[src/rtl/bto_pkg.sv]
// Package: shared state encoding for the bus hold watchdog.
// Assumes: nothing beyond a synthesizable enum.
package bto_pkg;

    typedef enum logic [1:0] {
        WD_IDLE     = 2'd0,
        WD_ARMED    = 2'd1,
        WD_COUNTING = 2'd2
    } wd_state_e;

endpackage

[src/rtl/bto_tick_counter.sv]
// Module: counts reference ticks while the monitor is counting and flags
// the tick that completes the timeout window.
// Assumes: tick_i is a single-cycle pulse; run_i is low outside counting.
module bto_tick_counter #(
    parameter int TIMEOUT_TICKS = 1
) (
    input  logic clk_i,
    input  logic rst_ni,
    input  logic run_i,
    input  logic tick_i,
    output logic expire_o
);
    localparam int CW = (TIMEOUT_TICKS > 1) ? $clog2(TIMEOUT_TICKS) : 1;
    localparam logic [CW-1:0] LAST = CW'(TIMEOUT_TICKS - 1);

    logic [CW-1:0] cnt_q;

    // Purpose: advance on each counted tick, clear whenever not counting.
    always_ff @(posedge clk_i) begin
        if (!rst_ni || !run_i) begin
            cnt_q <= '0;
        end else if (tick_i && cnt_q != LAST) begin
            cnt_q <= cnt_q + 1'b1;
        end
    end

    // Purpose: flag the tick that ends the window.
    always_comb begin
        expire_o = run_i && tick_i && (cnt_q == LAST);
    end
endmodule

[src/rtl/bto_fsm.sv]
// Module: idle / armed / counting sequencer for the bus hold watchdog.
// Assumes: start_i, stop_i and tick_i are single-cycle pulses on clk_i.
// A STOP takes priority over an expiring tick in the same cycle.
module bto_fsm
    import bto_pkg::*;
(
    input  logic      clk_i,
    input  logic      rst_ni,
    input  logic      start_i,
    input  logic      stop_i,
    input  logic      tick_i,
    input  logic      expire_i,
    output wd_state_e state_o,
    output logic      fire_o
);
    wd_state_e state_q, state_d;

    // Purpose: compute the next state and the timeout strobe.
    always_comb begin
        state_d = state_q;
        fire_o  = 1'b0;
        unique case (state_q)
            WD_IDLE: begin
                if (start_i) state_d = WD_ARMED;
            end
            WD_ARMED: begin
                if (stop_i)      state_d = WD_IDLE;
                else if (tick_i) state_d = WD_COUNTING;
            end
            WD_COUNTING: begin
                if (stop_i) begin
                    state_d = WD_IDLE;
                end else if (expire_i) begin
                    state_d = WD_IDLE;
                    fire_o  = 1'b1;
                end
            end
            default: state_d = WD_IDLE;
        endcase
    end

    // Purpose: hold the state register.
    always_ff @(posedge clk_i) begin
        if (!rst_ni) state_q <= WD_IDLE;
        else         state_q <= state_d;
    end

    assign state_o = state_q;
endmodule

[src/rtl/bto_out_stage.sv]
// Module: registers the interface reset pulse and holds the SDA release
// from a timeout until the next START.
// Assumes: fire_i is a single-cycle strobe.
module bto_out_stage (
    input  logic clk_i,
    input  logic rst_ni,
    input  logic fire_i,
    input  logic start_i,
    output logic bus_rst_o,
    output logic sda_release_o
);
    // Purpose: one-cycle reset pulse to the bus interface.
    always_ff @(posedge clk_i) begin
        if (!rst_ni) bus_rst_o <= 1'b0;
        else         bus_rst_o <= fire_i;
    end

    // Purpose: set release on timeout, clear it on the next START.
    always_ff @(posedge clk_i) begin
        if (!rst_ni)      sda_release_o <= 1'b0;
        else if (fire_i)  sda_release_o <= 1'b1;
        else if (start_i) sda_release_o <= 1'b0;
    end
endmodule

[src/rtl/bus_hold_watchdog.sv]
// Module: top of the two-wire bus hold watchdog. Arms on START, starts
// counting at the next reference tick, and resets the bus interface if
// no STOP arrives within TIMEOUT_TICKS further ticks.
// Assumes: all pulse inputs are synchronous to clk_i and one cycle wide.
module bus_hold_watchdog
    import bto_pkg::*;
#(
    parameter int TIMEOUT_TICKS = 1
) (
    input  logic clk_i,
    input  logic rst_ni,
    input  logic start_i,
    input  logic stop_i,
    input  logic tick_i,
    output logic bus_rst_o,
    output logic sda_release_o
);
    wd_state_e state;
    logic      expire;
    logic      fire;
    logic      run;

    assign run = (state == WD_COUNTING);

    bto_tick_counter #(
        .TIMEOUT_TICKS(TIMEOUT_TICKS)
    ) u_cnt (
        .clk_i   (clk_i),
        .rst_ni  (rst_ni),
        .run_i   (run),
        .tick_i  (tick_i),
        .expire_o(expire)
    );

    bto_fsm u_fsm (
        .clk_i   (clk_i),
        .rst_ni  (rst_ni),
        .start_i (start_i),
        .stop_i  (stop_i),
        .tick_i  (tick_i),
        .expire_i(expire),
        .state_o (state),
        .fire_o  (fire)
    );

    bto_out_stage u_out (
        .clk_i        (clk_i),
        .rst_ni       (rst_ni),
        .fire_i       (fire),
        .start_i      (start_i),
        .bus_rst_o    (bus_rst_o),
        .sda_release_o(sda_release_o)
    );
endmodule

[config.mk]
export PLATFORM = sky130hd
export DESIGN_NAME = bus_hold_watchdog
export DESIGN_NICKNAME = d
export VERILOG_FILES = /design/src/rtl/bto_pkg.sv /design/src/rtl/bto_tick_counter.sv /design/src/rtl/bto_fsm.sv /design/src/rtl/bto_out_stage.sv /design/src/rtl/bus_hold_watchdog.sv
export SDC_FILE = /design/constraint.sdc
export NUM_CORES = 1
export LEC_CHECK = 0
export ABC_AREA = 1
export BUFFER_PORTS_ARGS = -buffer_cell sky130_fd_sc_hd__buf_2
export CORE_AREA = 3 3 40 42
export DETAILED_ROUTE_END_ITERATION = 16
export DIE_AREA = 0 0 43 45
export PLACE_DENSITY = 0.43
export SYNTH_ARGS = -nofsm -noshare
export SYNTH_HDL_FRONTEND = slang
export SYNTH_SLANG_ARGS = --single-unit
[constraint.sdc]
create_clock -name clk_i -period 1.1 [get_ports clk_i]
set_input_delay 0.275 -clock clk_i [delete_from_list [all_inputs] [get_ports clk_i]]
set_output_delay 0.275 -clock clk_i [all_outputs]
set_load 0.01 [all_outputs]
==> flow_summary.json <==
{
  "outcome": "completed",
  "drc_errors": 0,
  "timing.reg2reg.setup_slack_ns": 0.20,
  "synth_compound_area_share_pct": 8.56,
  "final_hold_viol_count": 0,
  "first_global_vias": 216,
  "comb_power_share_pct": 7.7,
  "finalInstanceArea_um2": 309,
  "worstMarginPinSlew_ns": 0.177,
  "synthCells": 31,
  "layout_common_cells": "inv_1 (7), buf_2 (6), dfxtp_1 (5)",
  "ant_nets": 0,
  "cp_slowest_cell": "dfxtp_1",
  "peakVddDrop_uv": 340,
  "die-area_um2": 1940,
  "finClkSkew_ns": 0.000833,
  "synth_adder_area_share_pct": 0,
  "instances_no_fill": 56,
  "initial_core_util_pct": 18.2,
  "port_buffers": 6,
  "drtPass1Iterations": 4,
  "syn-cell-area_um2": 234,
  "clock_sinks": 5,
  "numCtsBuffers": 3,
  "cts_resized": 0,
  "yosys.area.top_type": "dfxtp_1",
  "critical_path.top_delay_family": "flip-flops",
  "num_rows": 13,
  "dp_cells": 52,
  "multi_input_area_um2": 104,
  "slowest_delay_ns": 0.32,
  "setup_viol": 0,
  "viasPerCell": 3.93,
  "syn_avg_cell_area_um2": 7.55,
  "setup_tns_ns": 0,
  "synth_top_area_share_pct": 42.8,
  "whs_path_depth": 3,
  "p_leak_nw": 0.141,
  "crit_fanout": 2,
  "cp-end-kind": "output port",
  "place_area_um2": 283,
  "intPower_w": 0.000335,
  "min_path_type": "input pin to register",
  "areaGrowthSynthToFinish_pct": 32.1,
  "seqPwrFrac_pct": 43.6,
  "syn-num-nets": 36,
  "die_h_um": 45,
  "grt_max_degree": 6,
  "crit_start": "u_out.sda_release_o",
  "clk_path_buf_depth": 2,
  "synth-seq-cells": 5,
  "insertion_delay_ns": 0.24,
  "path_buf_inv": 1,
  "antenna_found_initial": 0,
  "path_depth": 1,
  "io-pin-count": 7,
  "htreeDepth": 1,
  "crit_arrival_ns": 0.69,
  "relSlewSlack_pct": 88.2,
  "layout_commonest_cell": "inv_1",
  "timing.rr.start": "u_fsm.state_o[1]",
  "antenna_cells": 0,
  "timing.fmax_ghz": 1.03,
  "reg2reg_depth": 5,
  "nets": 47,
  "synthMuxAreaShare_pct": 0,
  "gr-usage-all-layers_pct": 6.58,
  "hold_buffers": 0,
  "worst_slack_ns": 0.133,
  "rsz0062_at_grt": "false",
  "clock-root-buffer": "clkbuf_4",
  "drt_iter0_drc": 1,
  "rr_endpoint": "u_fsm.state_o[0]",
  "vias": 220,
  "synthTopCellsByArea": "dfxtp_1 (43%), inv_1 (11%), nor3_2 (8.6%)",
  "gp_congestion": 0.668,
  "ys.warnings.count": 0,
  "drv_slew": 0,
  "crit_required_ns": 0.82,
  "synthSimpleGateAreaFrac_pct": 35.8,
  "cap_violations": 0,
  "core-area_um2": 1280,
  "crit_end": "sda_release_o",
  "fp.dieW_um": 43,
  "fin_crit_sh_pct": 87.9,
  "timing.hold.ws_ns": 0.330,
  "pwr-share-clk_pct": 48.8,
  "layout-drive-gt1-share_pct": 36.6,
  "p_sw_w": 0.0000956,
  "crit_path_start_kind": "register",
  "ys_seq_area_share_pct": 42.8,
  "sw_frac_of_total_pct": 22.2,
  "ys_types": 13,
  "synth_top_family_by_area": "simple AND/OR/NAND/NOR gates",
  "path_clk_slew_ns": 0.04,
  "regArea_um2": 100,
  "cts_tree": "built",
  "avgRoutedWirePerCell_um": 7.95,
  "pre_cts_slack_ns": 0.209,
  "grt_first_pass_wirelength_um": 828,
  "post-cts-setup-buffers": 0,
  "criticalPathCategory": "register to output port",
  "wl_um": 445,
  "grt-ovfl-total": 0,
  "power.density_nw_per_um2": 1390,
  "synth_xor_area_share_pct": 0,
  "period_needed_ns": 0.967,
  "fill_cells": 157,
  "place_hpwl_um": 355,
  "crit_chain": "buf_2"
}
==> state kept, by name, summed over array words and instances, names as in the netlist <==
register and cells:
u_out.bus_rst_o 1, u_cnt.cnt_q 1, u_out.sda_release_o 1, u_fsm.state_o 2
==> cell families after synthesis <==
logic type / Yosys count
buf+inv: 8
compound gates: 3
simple gates: 15
flops: 5
==> how the worst min path moves through the flow <==
| stage | start | end | slack, ns |
|---|---|---|---|
| 2_1_floorplan | u_cnt.cnt_q | u_cnt.cnt_q | 0.43 |
| 3_3_place_gp | u_cnt.cnt_q | u_cnt.cnt_q | 0.45 |
| 3_5_place_dp | u_cnt.cnt_q | u_cnt.cnt_q | 0.44 |
| 4_1_cts | tick_i | u_fsm.state_o[1] | 0.32 |
| 5_1_grt | start_i | u_fsm.state_o[0] | 0.33 |
| 6_report | tick_i | u_fsm.state_o[1] | 0.33 |
==> per-layer routing <==
metal / global-route usage (%) / vias up / part of all wire (%)
li1: - / 116 / -
met1: 7.00 / 90 / 43
met2: 7.49 / 9 / 39
met3: 2.79 / 5 / 8.5
met4: 10.8 / 0 / 9.0
met5: 0 / - / 0
==> power by group through the flow <==
stage	registers, W	clock network (W)	logic [W]
final	0.000187	0.000210	0.0000331
after global routing	0.000187	0.000238	0.0000382
after CTS	0.000187	0.000220	0.0000334
after detailed placement	0.000191	0	0.0000334
after global placement	0.000190	0	0.0000338
after floorplan	0.000190	0	0.0000203
==> worst reg2reg max path: stages, from the launching register on <==
cell,delay [ns]
dfxtp_1,0.36
inv_2,0.06
nor2_2,0.14
nand3_1,0.08
nand4_1,0.07
a21oi_1,0.06
==> layout make-up <==
class,count,area share (%)
inverters,8,9.72
clock buffers,4,8.50
flip-flops and latches,5,32.4
multi-input cells,18,33.6
repair buffers,6,9.72
well taps,15,6.07
==> synth_stat cells <==
cell	count
inv_1	7
dfxtp_1	5
nand2_1	4
nand3_1	3
nor2_1	3
nor3_2	2
a21oi_1	1
a21oi_2	1
a31oi_1	1
inv_2	1
nand3_2	1
nand4_1	1
nor2_2	1
==> metrics by stage <==
stage	power (W)	util (%)
after global placement	0.000224	22.0
after global routing	0.000464	24.1
after detailed placement	0.000224	22.0
final	0.000430	24.1
after CTS	0.000441	24.1
after floorplan	0.000211	-
Note: power is estimated with default switching activity, not from simulation.
